<file path="config.mk">
export PLATFORM = sky130hd
export DESIGN_NAME = i2cm_engine
export DESIGN_NICKNAME = d
export VERILOG_FILES = /design/src/rtl/i2cm_pkg.sv /design/src/rtl/i2cm_sync.sv /design/src/rtl/i2cm_datapath.sv /design/src/rtl/i2cm_ctrl.sv /design/src/rtl/i2cm_engine.sv
export SDC_FILE = /design/constraint.sdc
export NUM_CORES = 1
export LEC_CHECK = 0
export BUFFER_PORTS_ARGS = -buffer_cell sky130_fd_sc_hd__buf_2
export CORE_MARGIN = 2
export CORE_UTILIZATION = 52
export DETAILED_ROUTE_END_ITERATION = 6
export PLACE_DENSITY_LB_ADDON = 0.15
export SLEW_MARGIN = 20
export SYNTH_ARGS = -nofsm -noshare
export SYNTH_HDL_FRONTEND = slang
export SYNTH_SLANG_ARGS = --single-unit
</file>
<file path="constraint.sdc">
create_clock -name clk -period 2.4 [get_ports clk]
set_input_delay 0.72 -clock clk [delete_from_list [all_inputs] [get_ports clk]]
set_output_delay 0.72 -clock clk [all_outputs]
set_load 0.005 [all_outputs]
</file>
<file path="src/rtl/i2cm_pkg.sv">
package i2cm_pkg;

  typedef enum logic [1:0] {
    CMD_START = 2'd0,
    CMD_WRITE = 2'd1,
    CMD_READ  = 2'd2,
    CMD_STOP  = 2'd3
  } cmd_e;

  typedef enum logic [2:0] {
    STAT_NONE    = 3'd0,
    STAT_OK      = 3'd1,
    STAT_NACK    = 3'd2,
    STAT_TIMEOUT = 3'd3,
    STAT_STUCK   = 3'd4
  } stat_e;

  // control-to-datapath strobes, all one cycle wide
  typedef struct packed {
    logic halfLoad;
    logic toClr;
    logic sclLow;
    logic sclRel;
    logic sdaLow;
    logic sdaRel;
    logic sdaBit;
    logic shiftLoad;
    logic loadRead;
    logic shiftStep;
    logic bitClr;
    logic bitInc;
    logic rxLatch;
  } strobe_t;

endpackage

</file>
<file path="src/rtl/i2cm_sync.sv">
module i2cm_sync #(
  parameter int W      = 2,
  parameter int STAGES = 2
) (
  input  logic         clk,
  input  logic         rstN,
  input  logic [W-1:0] d,
  output logic [W-1:0] q
);
  logic [W-1:0] stage [STAGES];

  // idle bus reads high, so the chain resets to ones
  generate
    for (genvar s = 0; s < STAGES; s++) begin : g_stage
      if (s == 0) begin : g_first
        always_ff @(posedge clk or negedge rstN)
          if (!rstN) stage[s] <= '1;
          else       stage[s] <= d;
      end else begin : g_next
        always_ff @(posedge clk or negedge rstN)
          if (!rstN) stage[s] <= '1;
          else       stage[s] <= stage[s-1];
      end
    end
  endgenerate

  assign q = stage[STAGES-1];
endmodule

</file>
<file path="src/rtl/i2cm_datapath.sv">
module i2cm_datapath
  import i2cm_pkg::*;
#(
  parameter int PRESC_W   = 12,
  parameter int TO_W      = 16,
  parameter int DATA_BITS = 8,
  parameter int SYNC_STG  = 2
) (
  input  logic                 clk,
  input  logic                 rstN,
  input  strobe_t              stb,
  input  logic [PRESC_W-1:0]   halfPeriod,
  input  logic [TO_W-1:0]      timeoutLimit,
  input  logic [DATA_BITS-1:0] txByte,
  input  logic                 cmdNack,
  input  logic                 sclIn,
  input  logic                 sdaIn,
  output logic                 halfDone,
  output logic                 toExpired,
  output logic                 sclS,
  output logic                 sdaS,
  output logic                 lastBit,
  output logic                 sclOe,
  output logic                 sdaOe,
  output logic [DATA_BITS-1:0] rxByte
);
  localparam int CNT_W = $clog2(DATA_BITS + 1);

  logic [PRESC_W-1:0]   halfCnt;
  logic [TO_W-1:0]      toCnt;
  logic [DATA_BITS-1:0] shiftReg;
  logic [CNT_W-1:0]     bitCnt;
  logic                 ackRel;
  logic [1:0]           syncOut;

  i2cm_sync #(.W(2), .STAGES(SYNC_STG)) u_sync (
    .clk (clk),
    .rstN(rstN),
    .d   ({sclIn, sdaIn}),
    .q   (syncOut)
  );
  assign sclS = syncOut[1];
  assign sdaS = syncOut[0];

  // half-period down counter
  always_ff @(posedge clk or negedge rstN)
    if (!rstN)              halfCnt <= '0;
    else if (stb.halfLoad)  halfCnt <= (halfPeriod == '0) ? '0 : halfPeriod - PRESC_W'(1);
    else if (halfCnt != '0) halfCnt <= halfCnt - PRESC_W'(1);
  assign halfDone = (halfCnt == '0);

  // wait bound counter, saturates at the limit
  always_ff @(posedge clk or negedge rstN)
    if (!rstN)           toCnt <= '0;
    else if (stb.toClr)  toCnt <= '0;
    else if (!toExpired) toCnt <= toCnt + TO_W'(1);
  assign toExpired = (toCnt >= timeoutLimit);

  // shift register: bit out at the top, sample in at the bottom
  always_ff @(posedge clk or negedge rstN)
    if (!rstN)              shiftReg <= '1;
    else if (stb.shiftLoad) shiftReg <= stb.loadRead ? '1 : txByte;
    else if (stb.shiftStep) shiftReg <= {shiftReg[DATA_BITS-2:0], sdaS};

  always_ff @(posedge clk or negedge rstN)
    if (!rstN)              ackRel <= 1'b1;
    else if (stb.shiftLoad) ackRel <= stb.loadRead ? cmdNack : 1'b1;

  always_ff @(posedge clk or negedge rstN)
    if (!rstN)           bitCnt <= '0;
    else if (stb.bitClr) bitCnt <= '0;
    else if (stb.bitInc) bitCnt <= bitCnt + CNT_W'(1);
  assign lastBit = (bitCnt == CNT_W'(DATA_BITS));

  always_ff @(posedge clk or negedge rstN)
    if (!rstN)            rxByte <= '0;
    else if (stb.rxLatch) rxByte <= shiftReg;

  // open-drain enables
  always_ff @(posedge clk or negedge rstN)
    if (!rstN)           sclOe <= 1'b0;
    else if (stb.sclLow) sclOe <= 1'b1;
    else if (stb.sclRel) sclOe <= 1'b0;

  always_ff @(posedge clk or negedge rstN)
    if (!rstN)           sdaOe <= 1'b0;
    else if (stb.sdaLow) sdaOe <= 1'b1;
    else if (stb.sdaRel) sdaOe <= 1'b0;
    else if (stb.sdaBit) sdaOe <= lastBit ? !ackRel : !shiftReg[DATA_BITS-1];
endmodule

</file>
<file path="src/rtl/i2cm_ctrl.sv">
module i2cm_ctrl
  import i2cm_pkg::*;
(
  input  logic       clk,
  input  logic       rstN,
  input  logic       cmdValid,
  input  logic [1:0] cmdCode,
  input  logic       halfDone,
  input  logic       toExpired,
  input  logic       sclS,
  input  logic       sdaS,
  input  logic       lastBit,
  output strobe_t    stb,
  output logic       cmdReady,
  output logic       statusValid,
  output logic [2:0] statusCode
);
  typedef enum logic [3:0] {
    S_IDLE, S_ST_REL, S_ST_SCLHI, S_ST_CHK, S_ST_HOLD,
    S_BIT_SET, S_BIT_LOW, S_BIT_RISE, S_BIT_HIGH,
    S_SP_LOW, S_SP_RISE, S_SP_HIGH, S_SP_END
  } state_e;

  state_e state, nxt;
  logic   readMode, readModeNxt;
  logic   finish;
  stat_e  code, statReg;

  always_comb begin
    stb         = '0;
    nxt         = state;
    finish      = 1'b0;
    code        = STAT_NONE;
    readModeNxt = readMode;
    unique case (state)
      S_IDLE: if (cmdValid) begin
        unique case (cmd_e'(cmdCode))
          CMD_START: begin stb.sdaRel = 1'b1; stb.halfLoad = 1'b1; nxt = S_ST_REL; end
          CMD_WRITE: begin
            stb.shiftLoad = 1'b1; stb.bitClr = 1'b1; readModeNxt = 1'b0; nxt = S_BIT_SET;
          end
          CMD_READ: begin
            stb.shiftLoad = 1'b1; stb.loadRead = 1'b1; stb.bitClr = 1'b1;
            readModeNxt = 1'b1; nxt = S_BIT_SET;
          end
          CMD_STOP: begin stb.sdaLow = 1'b1; stb.halfLoad = 1'b1; nxt = S_SP_LOW; end
        endcase
      end
      S_ST_REL: if (halfDone) begin stb.sclRel = 1'b1; stb.toClr = 1'b1; nxt = S_ST_SCLHI; end
      S_ST_SCLHI:
        if (sclS) begin stb.halfLoad = 1'b1; nxt = S_ST_CHK; end
        else if (toExpired) begin finish = 1'b1; code = STAT_STUCK; end
      S_ST_CHK: if (halfDone) begin
        if (!sdaS || !sclS) begin finish = 1'b1; code = STAT_STUCK; end
        else begin stb.sdaLow = 1'b1; stb.halfLoad = 1'b1; nxt = S_ST_HOLD; end
      end
      S_ST_HOLD: if (halfDone) begin stb.sclLow = 1'b1; finish = 1'b1; code = STAT_OK; end
      S_BIT_SET: begin stb.sdaBit = 1'b1; stb.halfLoad = 1'b1; nxt = S_BIT_LOW; end
      S_BIT_LOW: if (halfDone) begin stb.sclRel = 1'b1; stb.toClr = 1'b1; nxt = S_BIT_RISE; end
      S_BIT_RISE:
        if (sclS) begin stb.halfLoad = 1'b1; nxt = S_BIT_HIGH; end
        else if (toExpired) begin finish = 1'b1; code = STAT_TIMEOUT; end
      S_BIT_HIGH: if (halfDone) begin
        stb.sclLow = 1'b1;
        if (lastBit) begin
          finish = 1'b1;
          if (readMode) begin stb.rxLatch = 1'b1; code = STAT_OK; end
          else code = sdaS ? STAT_NACK : STAT_OK;
        end else begin
          stb.shiftStep = 1'b1; stb.bitInc = 1'b1; nxt = S_BIT_SET;
        end
      end
      S_SP_LOW: if (halfDone) begin stb.sclRel = 1'b1; stb.toClr = 1'b1; nxt = S_SP_RISE; end
      S_SP_RISE:
        if (sclS) begin stb.halfLoad = 1'b1; nxt = S_SP_HIGH; end
        else if (toExpired) begin finish = 1'b1; code = STAT_TIMEOUT; end
      S_SP_HIGH: if (halfDone) begin stb.sdaRel = 1'b1; stb.halfLoad = 1'b1; nxt = S_SP_END; end
      S_SP_END: if (halfDone) begin finish = 1'b1; code = STAT_OK; end
      default: nxt = S_IDLE;
    endcase
    // a fault lets go of both wires
    if (finish && (code == STAT_TIMEOUT || code == STAT_STUCK)) begin
      stb.sclRel = 1'b1;
      stb.sdaRel = 1'b1;
    end
    if (finish) nxt = S_IDLE;
  end

  always_ff @(posedge clk or negedge rstN)
    if (!rstN) begin
      state       <= S_IDLE;
      readMode    <= 1'b0;
      statusValid <= 1'b0;
      statReg     <= STAT_NONE;
    end else begin
      state       <= nxt;
      readMode    <= readModeNxt;
      statusValid <= finish;
      if (finish) statReg <= code;
    end

  assign cmdReady   = (state == S_IDLE);
  assign statusCode = statReg;
endmodule

</file>
<file path="src/rtl/i2cm_engine.sv">
module i2cm_engine
  import i2cm_pkg::*;
#(
  parameter int PRESC_W = 12,
  parameter int TO_W    = 16
) (
  input  logic               clk,
  input  logic               rstN,
  input  logic               cmdValid,
  input  logic [1:0]         cmdCode,
  input  logic [7:0]         txByte,
  input  logic               cmdNack,
  input  logic [PRESC_W-1:0] halfPeriod,
  input  logic [TO_W-1:0]    timeoutLimit,
  output logic               cmdReady,
  output logic [7:0]         rxByte,
  output logic               statusValid,
  output logic [2:0]         statusCode,
  input  logic               sclIn,
  input  logic               sdaIn,
  output logic               sclOe,
  output logic               sdaOe
);
  strobe_t stb;
  logic    halfDone, toExpired, sclS, sdaS, lastBit;

  i2cm_ctrl u_ctrl (
    .clk        (clk),
    .rstN       (rstN),
    .cmdValid   (cmdValid),
    .cmdCode    (cmdCode),
    .halfDone   (halfDone),
    .toExpired  (toExpired),
    .sclS       (sclS),
    .sdaS       (sdaS),
    .lastBit    (lastBit),
    .stb        (stb),
    .cmdReady   (cmdReady),
    .statusValid(statusValid),
    .statusCode (statusCode)
  );

  i2cm_datapath #(.PRESC_W(PRESC_W), .TO_W(TO_W), .DATA_BITS(8), .SYNC_STG(2)) u_dp (
    .clk         (clk),
    .rstN        (rstN),
    .stb         (stb),
    .halfPeriod  (halfPeriod),
    .timeoutLimit(timeoutLimit),
    .txByte      (txByte),
    .cmdNack     (cmdNack),
    .sclIn       (sclIn),
    .sdaIn       (sdaIn),
    .halfDone    (halfDone),
    .toExpired   (toExpired),
    .sclS        (sclS),
    .sdaS        (sdaS),
    .lastBit     (lastBit),
    .sclOe       (sclOe),
    .sdaOe       (sdaOe),
    .rxByte      (rxByte)
  );
endmodule

</file>
# --- Yosys cells after proc, flatten, opt, wreduce, memory -nomap -nowiden ---
# Index checks and enable logic that the tools add are counted.
classes:
  n_addsub: 4
  magnitude_cmp: 1
  eq_ne: 32
  muxes: 82
  n_reduce_logical: 27
ops:
  columns: ["cell", "count"]
  rows:
  - ["4-bit 2-to-1 mux", 15]
  - ["4-bit one-hot mux with 12 select lines", 1]
  - ["1-bit 2-to-1 mux", 36]
  - ["12-bit 2-to-1 mux", 3]
  - ["16-bit 2-to-1 mux", 2]
  - ["4-bit == test (second input constant)", 6]
  - ["12-bit logical NOT", 2]
  - ["3-bit 2-to-1 mux", 8]
  - ["8-bit 2-to-1 mux", 3]
  - ["3-bit by 2-bit != test with 1-bit output (second input constant)", 8]
  - ["12-bit by 1-bit subtractor with 12-bit output (second input constant)", 2]
  - ["16-bit by 1-bit adder with 16-bit output (second input constant)", 1]
  - ["4-bit by 3-bit == test with 1-bit output (second input constant)", 4]
  - ["16-bit >= comparator", 1]
  - ["3-bit one-hot mux with 5 select lines", 1]
  - ["2-bit 2-to-1 mux", 7]
  - ["13-bit AND reduction", 1]
  - ["4-bit one-hot mux with 3 select lines", 1]
  - ["12-bit nonzero test", 1]
  - ["2-bit nonzero test", 5]
  - ["2-bit OR reduction", 5]
  - ["3-bit by 1-bit != test with 1-bit output (second input constant)", 3]
  - ["4-bit by 2-bit == test with 1-bit output (second input constant)", 2]
  - ["1-bit one-hot mux with 2 select lines", 3]
  - ["19 further kinds", 25]
word_totals:
  ff_bits: 64

# --- Longest topological paths before layout ---
# Gate-level depths: netlist of the first run.
depth:
  word_depth: 11
  mapped_depth: 10
  ltp_nobuf: 8

# --- Modules after synthesis ---
# Synthesis of the first run repeated with hierarchy kept, for this count alone.
hier_totals:
  cells_unflattened: 439
  hier_area_um2: 4132.7
modules_own_cells:
  columns: ["mod", "n_inst", "cells_per_inst", "area_per_inst_um2", "seq_area_each_um2"]
  rows:
  - ["i2cm_datapath", 1, 322, 3160.5, 1287.5]
  - ["i2cm_ctrl", 1, 111, 852.1, 225.2]
  - ["i2cm_sync", 1, 6, 120.1, 105.1]

# --- Worst setup path before layout of the first run ---
# No wires, ideal clock.
synth_path:
  path_type: "input -> register"
  startpoint: "input timeoutLimit[5]"
  endpoint: "register u_dp.toCnt[9]"
  arrival_ns: 2.817
  required_time_ns: 2.322
  slack_ns: -0.495
  path_stages: 9
  path_buffers: 1
  cell_sequence: "inv_1 ha_1 a21oi_1 o21ai_0 a221oi_1 nand3_1 clkbuf_1 or3_1 a21oi_1"
synth_via:
  elab_chain_len: 2
synth_lines:
  columns: ["item", "line", "rtl"]
  rows:
  - ["from (decl)", "i2cm_engine.sv:14", "input logic [TO_W-1:0] timeoutLimit,"]
  - ["16-bit >= comparator", "i2cm_datapath.sv:57", "assign toExpired = (toCnt >= timeoutLimit);"]
  - ["2-bit != test (no source line)", null, null]
  - ["to (signal assigned)", "i2cm_datapath.sv:56", "else if (!toExpired) toCnt <= toCnt + TO_W'(1);"]
  - ["to (decl)", "i2cm_datapath.sv:30", "logic [TO_W-1:0] toCnt;"]
# No other way between the ends.
# A chain may end at the register's enable or synchronous reset.

# --- Worst setup path in the final report of the first run ---
layout_path:
  startpoint: "register u_dp.halfCnt[0]"
  endpoint: "register u_dp.halfCnt[8]"
layout_via:
  elab_chain_len: 4
layout_lines:
  columns: ["item", "line", "rtl"]
  rows:
  - ["from (decl)", "i2cm_datapath.sv:29", "logic [PRESC_W-1:0] halfCnt;"]
  - ["from (signal assigned)", "i2cm_datapath.sv:48", "else if (stb.halfLoad) halfCnt <= (halfPeriod == '0) ? '0 : halfPeriod - PRESC_W'(1);"]
  - ["from (signal assigned)", "i2cm_datapath.sv:49", "else if (halfCnt != '0) halfCnt <= halfCnt - PRESC_W'(1);"]
  - ["branches (longest 4 deep; another with 12-bit by 1-bit subtractor with 12-bit output)", null, null]
# Several ways; the timed one is not identified. The select of a mux whose other input is x is not followed.

==> results of run 1 <==
per-stage QoR:
step           total power [mW]  setup WS (ns)  hold WS (ns)
2_1_floorplan              3.26         -0.211         0.345
3_3_place_gp               3.86         -0.541         0.347
3_5_place_dp               3.96         -0.606         0.347
4_1_cts                    5.00       -0.00115         0.337
5_1_grt                    5.72         -0.122         0.353
6_report                   5.37        -0.0710         0.321
sequential cells by signal, indices dropped and copies added (netlist names):
register,flops
u_dp.u_sync.stage,2
u_ctrl.statusCode,3
u_dp.bitCnt,4
u_dp.u_sync.q,2
u_ctrl.statusValid,1
u_dp.halfCnt,12
u_ctrl.state,4
u_ctrl.readMode,1
u_dp.sclOe,1
u_dp.shiftReg,8
u_dp.toCnt,16
u_dp.ackRel,1
u_dp.sdaOe,1
u_dp.rxByte,8
cell families (layout without fill, tap and decap cells):
family                     count (synthesis)  after routing
adders and majority gates                 24             24
xor gates and xnor gates                  25             25
muxes                                     17             17
AOI/OAI and AO/OA                         87             87
DFF                                       64             64
buffers and inverters                     52            166
and+or+nand+nor                          183            186
per-layer routing:
| metal | global-route usage, % | share of wire, % |
|---|---|---|
| met1 | 32.4 | 46 |
| met2 | 40.1 | 48 |
| met3 | 3.94 | 4.3 |
| met4 | 7.21 | 1.7 |
| met5 | 0 | 0 |
worst reg2reg max path: cells and delay by family, from the launching register on:
family | cells | cell delay (ns)
adders and majority gates | 1 | 0.17
buffers and inverters | 3 | 0.41
DFF | 1 | 0.40
muxes | 1 | 0.10
and+or+nand+nor | 4 | 1.25
power by group through the flow:
stage / combinational, mW / clock [mW] / sequential [mW]
after global placement: 2.08 / 0 / 1.78
final: 2.60 / 0.964 / 1.81
after detailed placement: 2.16 / 0 / 1.80
after global routing: 2.86 / 1.02 / 1.84
after CTS: 2.24 / 0.972 / 1.78
after floorplan: 1.54 / 0 / 1.72
placed cells by master (no fill, tap or decap), types with 7 or more instances in the layout:
cell      instances
buf_6             9
and3_1            9
nand2_1          38
nand3_1          13
dfrtp_1          50
xnor2_1           8
inv_1            26
nor3_1           17
o21a_1            7
nor2_1           50
o21ai_0          15
a221o_1           7
mux2i_1           7
or3_1             8
clkbuf_8         10
a21oi_1          21
nand4_1          11
xor2_1           16
buf_2            54
mux2_2           10
ha_1             15
dfstp_2          13
o31ai_1           7
ha_4              8
buf_4            53
area by class of cell:
| class | count | area [µm²] |
|---|---|---|
| clock buffer | 10 | 138 |
| clock inverter | 6 | 67.6 |
| fill | 563 | 2150 |
| inverter | 31 | 124 |
| multi-input combinational | 339 | 2560 |
| sequential | 64 | 1620 |
| tap | 102 | 128 |
| timing repair buffer | 119 | 825 |
worst max-delay path by stage:
| stage | startpoint | end | slack [ns] | cells after the start |
|---|---|---|---|---|
| after floorplan | timeoutLimit[11] | u_ctrl.statusCode[0] | -0.21 | 9 |
| after global placement | timeoutLimit[11] | u_ctrl.statusCode[0] | -0.54 | 9 |
| after detailed placement | timeoutLimit[0] | u_dp.toCnt[13] | -0.61 | 8 |
| after CTS | u_dp.halfCnt[0] | u_dp.halfCnt[3] | -0.001 | 7 |
| after global routing | u_dp.halfCnt[0] | u_dp.halfCnt[8] | -0.12 | 9 |
| final | u_dp.halfCnt[0] | u_dp.halfCnt[8] | -0.07 | 9 |
repair_timing:
action / in CTS / in global routing
gates resized for setup: 6 / 42
setup endpoints to repair: 27 / 27
cloned: 0 / 3
setup buffers: 3 / 7
pin swaps: 4 / 34
==> impl_results.md, run 1 <==
- Max-slew violations: 0
- Combinational share of power: 48.4%
- CTS tree: built
- Worst-case reg-to-reg path depth: 9
- Final std cells w/o fill: 671
- CP Max Fanout: 6
- Register area share after synthesis: 40.4%
- I/O pin count: 59
- Relative slew slack: 66.7%
- Count of cell types in the netlist: 46
- Simple-gate share of the synthesized area: 22.7%
- Reg-to-Reg Start: u_dp.halfCnt[0]
- Achievable frequency: 405 MHz
- Status: finished, violations left
- DIE HEIGHT: 91.8 µm
- Core Footprint: 7610 µm²
- Global Route Usage Sum: 24.1%
- Post-route setup slack: -0.0710 ns
- Root buffer cell: clkbuf_8
- DRC violations left: 0
- WL/cell: 15.8 µm
- Fin nets: 632
- Number of diodes: 0
- Number of port buffers: 58
- Post-placement cell area: 4930 µm²
- Largest net degree at the start of global routing: 46
- Final GP Congestion: 0.894
- CTS H-tree depth: 3
- Critical path type: reg -> reg
- TritonCTS buffer count: 9
- Slew of the pin with the lowest slew margin: 0.498 ns
- Clock power frac: 17.9%
- Post-synth top area share: 31.8%
- Ratio of final minimum period to clock period: 103%
- Cell Chain, Critical Path: inv_1 > ha_2 > or4b_4 > or3_4 > nor4_4 > buf_6 > nor3_4 > buf_4 > mux2i_1
- Die area: 8430 µm²
- First-pass DRT Iterations: 5
- Post-Route WL: 10600 µm
- CP max stage delay: 0.50 ns
- Initial Utilization: 52.7%
- Bufs and invs on worst path: 3
- Initial antenna violation count: 0
- Max-cap violations: 0
- CP endpoint kind: flop
- Startpoint Class: flop
- Row count: 32
- Total number of vias: 3741
- Antenna-violating nets left: 0
- Post-synthesis mux area share: 4.56%
- Finished layout cell area: 5460 µm²
- Crit path required time: 2.63 ns
- Sequential share of power: 33.6%
- Worst hold path class: in -> async
- Async SR Flop Fraction: 100%
- Post-synth top cells: dfrtp_1 (51), nor2_1 (51), nand2_1 (39), inv_1 (31), a21oi_1 (25)
- Worst IR Drop VDD: 0.638 mV
- Final hold vios: 0
- Die Span X: 91.8 µm
- Clock transition at path regs: 0.08 ns
- Clk Latency, worst-skew pair: 0.35 ns
- Post-synth EDFFs: 0
- Deepest clock path buffer count: 2
- Synth Instances: 452
- Top delay family on crit path: simple AND/OR/NAND/NOR gates
- Initial DRC Count: 262
- Compound-Gate Fraction of Synth Area: 14.2%
- Cts hold-fix bufs: 0
- Ratio of cells with drive above 1 in the final layout: 37.3%
- Area share of xor/xnor cells in the synthesized design: 5.46%
- Layout area overhead: 36.1%
- Adder-cell share of the synthesized area: 7.49%
- Synth top area cells: dfrtp_1 (32%), dfstp_2 (8.5%), ha_1 (7.5%)
- Final setup TNS: -0.323 ns
- Crit path DAT: 2.70 ns
- Largest area contributor in the netlist: dfrtp_1
- Violated checks: setup timing
- Reg2Reg Setup Slack: -0.07 ns
- Yosys reg bits: 64
- # clock sinks: 64
- GR Overflow Total: 0
- Reg-to-reg endpoint: u_dp.halfCnt[8]
- Clock Skews: 0.0120 ns
- Avg Vias per Cell: 5.58
- RSZ-0062 raised after global routing: true
- First-pass GRT wire length: 16500 µm
- Highest-delay cell along the critical path: or4b_4
- PwrDens: 984 nW/µm²
- Switching pwr: 2.13 mW
- Vias in the first global route: 3613
- Sw Ratio: 39.6%
- Placed cell count: 642
- Post-synthesis net count: 520
- P_int: 3.24 mW
- Most used DFF post-synth: dfrtp_1
- YS warnings: 0
- DPL Wire Length: 7320 µm
- Post-Syn Area: 4010 µm²
- Min cycle time layout: 2.47 ns
- Largest family of logic cells by synthesized area: simple AND/OR/NAND/NOR gates
- Average size of a mapped cell: 8.87 µm²
- Leakage: 2.49 nW
- Layout Utilization: 71.7%
- Final setup vio count: 13
Note: power is estimated with default switching activity, not from simulation.
==> run 2: changes to the inputs <==
- MAX_ROUTING_LAYER: unset -> met4
- SYNTH_HIERARCHICAL: unset -> 1
- TNS_END_PERCENT: unset -> 30
==> impl_results.md, run 2 <==
- Largest register by flop count: u_dp/toCnt
- Reg2Reg Setup Slack: -0.16 ns
- Cts hold-fix bufs: 0
- Total number of vias: 3654
- Initial Utilization: 53.5%
- Deepest clock path buffer count: 2
- Worst IR Drop VDD: 0.606 mV
- YS warnings: 6
- Register area share after synthesis: 39.1%
- RSZ-0062 raised after global routing: true
- # clock sinks: 64
- Clock transition at path regs: 0.08 ns
- First-pass DRT Iterations: 4
- Async SR Flop Fraction: 100%
- Slew of the pin with the lowest slew margin: 0.553 ns
- CTS tree: built
- Leakage: 2.46 nW
- Post-synthesis net count: 509
- Synth Instances: 439
- DPL Wire Length: 6710 µm
- Crit path required time: 2.64 ns
- CTS H-tree depth: 3
- Post-synth top cells: dfrtp_1 (51), nor2_1 (37), a21oi_1 (31), inv_1 (31), nand2_1 (29)
- Relative slew slack: 63.0%
- Post-Route WL: 9640 µm
- CP max stage delay: 0.42 ns
- Most used DFF post-synth: dfrtp_1
- GR Overflow Total: 0
- Antenna-violating nets left: 0
- Pwr Total: 6.20 mW
- I/O pin count: 59
- Final setup TNS: -1.74 ns
- DP Worst Slack: -0.607 ns
- Most frequent cell after synthesis: dfrtp_1
- Post-Syn Area: 4130 µm²
- Die Span X: 93.2 µm
- CP Max Fanout: 4
- Startpoint Class: primary input
- Ratio of cells with drive above 1 in the final layout: 40.9%
- Synth top area cells: dfrtp_1 (31%), dfstp_2 (8.3%), ha_1 (7.9%)
- Largest area contributor in the netlist: dfrtp_1
- Achievable frequency: 385 MHz
- Average size of a mapped cell: 9.41 µm²
- Vias in the first global route: 3435
- TritonCTS buffer count: 9
- Critical path type: in -> reg
- Final hold vios: 0
- Commonest non-fill, non-tap cells in the layout: buf_2 (56), dfrtp_1 (51), buf_4 (50), nor2_1 (35), inv_1 (28)
- Layout Utilization: 71.0%
- Worst-case reg-to-reg path depth: 11
- Largest register FFs: 16
- Ratio of final minimum period to clock period: 108%
- Fillers: 586
- Row count: 32
- PwrDens: 1130 nW/µm²
- Status: finished, violations left
- First-pass GRT wire length: 15300 µm
- Hold slack: 0.359 ns
- Avg Vias per Cell: 5.60
- Commonest non-fill, non-tap cell in the layout: buf_2
- Yosys reg bits: 64
- Count of cell types in the netlist: 61
- Bufs and invs on worst path: 1
- Number of diodes: 0
- Flip-flop and latch area: 1620 µm²
- Root buffer cell: clkbuf_8
- Cell Chain, Critical Path: buf_6 > ha_4 > nand2b_4 > a2111oi_4 > o41a_1 > o21ai_2 > nand2_2 > or4_4 > a21boi_4 > a21o_1 > a21bo_2
- Reg-to-Reg Start: u_dp/toCnt[0]
- Post-route setup slack: -0.195 ns
- Global Route Usage Sum: 22.7%
- Largest net degree at the start of global routing: 65
- Final setup vio count: 16
- Max-slew violations: 0
- Number of port buffers: 58
- Clk Latency, worst-skew pair: 0.35 ns
- Top Registers: u_dp/toCnt (16), u_dp/halfCnt (12)
- Worst hold path class: in -> async
- Post-synth EDFFs: 0
- Initial antenna violation count: 0
- Fin nets: 615
- Reg-to-reg endpoint: u_ctrl/statusCode[0]
- Core Footprint: 7730 µm²
- Die area: 8680 µm²
- Area of the multi-input gates: 2560 µm²
- Clock Skews: 0.0107 ns
- Initial DRC Count: 149
- Violated checks: setup timing
- Max-cap violations: 0
- Crit path DAT: 2.84 ns
- Top delay family on crit path: compound AO/OA/AOI/OAI gates
- WL/cell: 14.8 µm
- Final GP Congestion: 0.897
- DRC violations left: 0
- Layout area overhead: 32.8%
- Min cycle time layout: 2.60 ns
- DIE HEIGHT: 93.2 µm
- Highest-delay cell along the critical path: or4_4
- Post-synth top area share: 30.9%
- CP endpoint kind: flop
[run 2: cell types whose count changed after synthesis, moves of 7 or more]
cell and delta:
nand2_1 -10, mux2_2 +7, or4_1 +8, nand4_1 -8, o22a_1 +12, a221o_1 -7, nor3_1 -11, xor2_1 -8
nor2_1 -14
[run 2: kinds of logic (layout without fill, tap and decap cells)]
kind of cell	after synthesis	after routing	share of synthesized area, %
AOI/OAI and AO/OA	103	103	17.3
xor gates and xnor gates	22	22	4.66
adders and majority gates	26	26	7.87
buffers and inverters	54	165	5.84
DFF	64	64	39.1
muxes	22	22	5.84
and+or+nand+nor	148	148	19.3
[run 2: area by class of cell]
cell class / instances / share of cell area [%]
multi-input combinational: 321 / 46.6
sequential: 64 / 29.5
clock inverter: 7 / 1.87
tap: 102 / 2.33
inverter: 31 / 2.17
clock buffer: 9 / 2.26
timing repair buffer: 118 / 15.3
[run 2: worst max path at each step]
stage / depth (start not counted) / endpoint / slack (ns) / from
finish: 11 / u_ctrl/statusCode[0] / -0.20 / timeoutLimit[0]
global route: 11 / u_ctrl/statusCode[0] / -0.26 / timeoutLimit[0]
CTS: 10 / u_dp/toCnt[15] / -0.17 / timeoutLimit[13]
detailed placement: 11 / u_ctrl/statusCode[0] / -0.61 / timeoutLimit[0]
global placement: 11 / u_ctrl/statusCode[0] / -0.58 / timeoutLimit[0]
floorplan: 12 / u_ctrl/statusCode[0] / -0.64 / timeoutLimit[0]
[run 2: stage by stage]
step	cells	cell area, µm²
after floorplan	439	4220
after global placement	626	4890
after detailed placement	626	4890
after CTS	644	5200
after global routing	652	5490
final	652	5490
[run 2: what timing repair did]
action	CTS	global route
buffers inserted	2	7
pin swaps	6	24
gates cloned	0	1
setup endpoints to repair	26	51
resized for setup	13	47
endpoints found under the hold margin	0	0
[run 2: report_power, final]
part	leakage [nW]	internal, mW	switching, mW
Combinational	1.59	1.62	1.51
Sequential	0.767	1.56	0.440
Clock	0.110	0.595	0.468
Total	2.46	3.78	2.42
[run 2: metal layers]
layer	part of all wire (%)	track usage [%]	wire [µm]	vias up
met5	0	-	0	-
met4	2.1	10.7	206	0
met3	3.3	3.95	316	16
met2	50	35.9	4790	78
met1	45	28.6	4330	1770
li1	-	-	-	1790
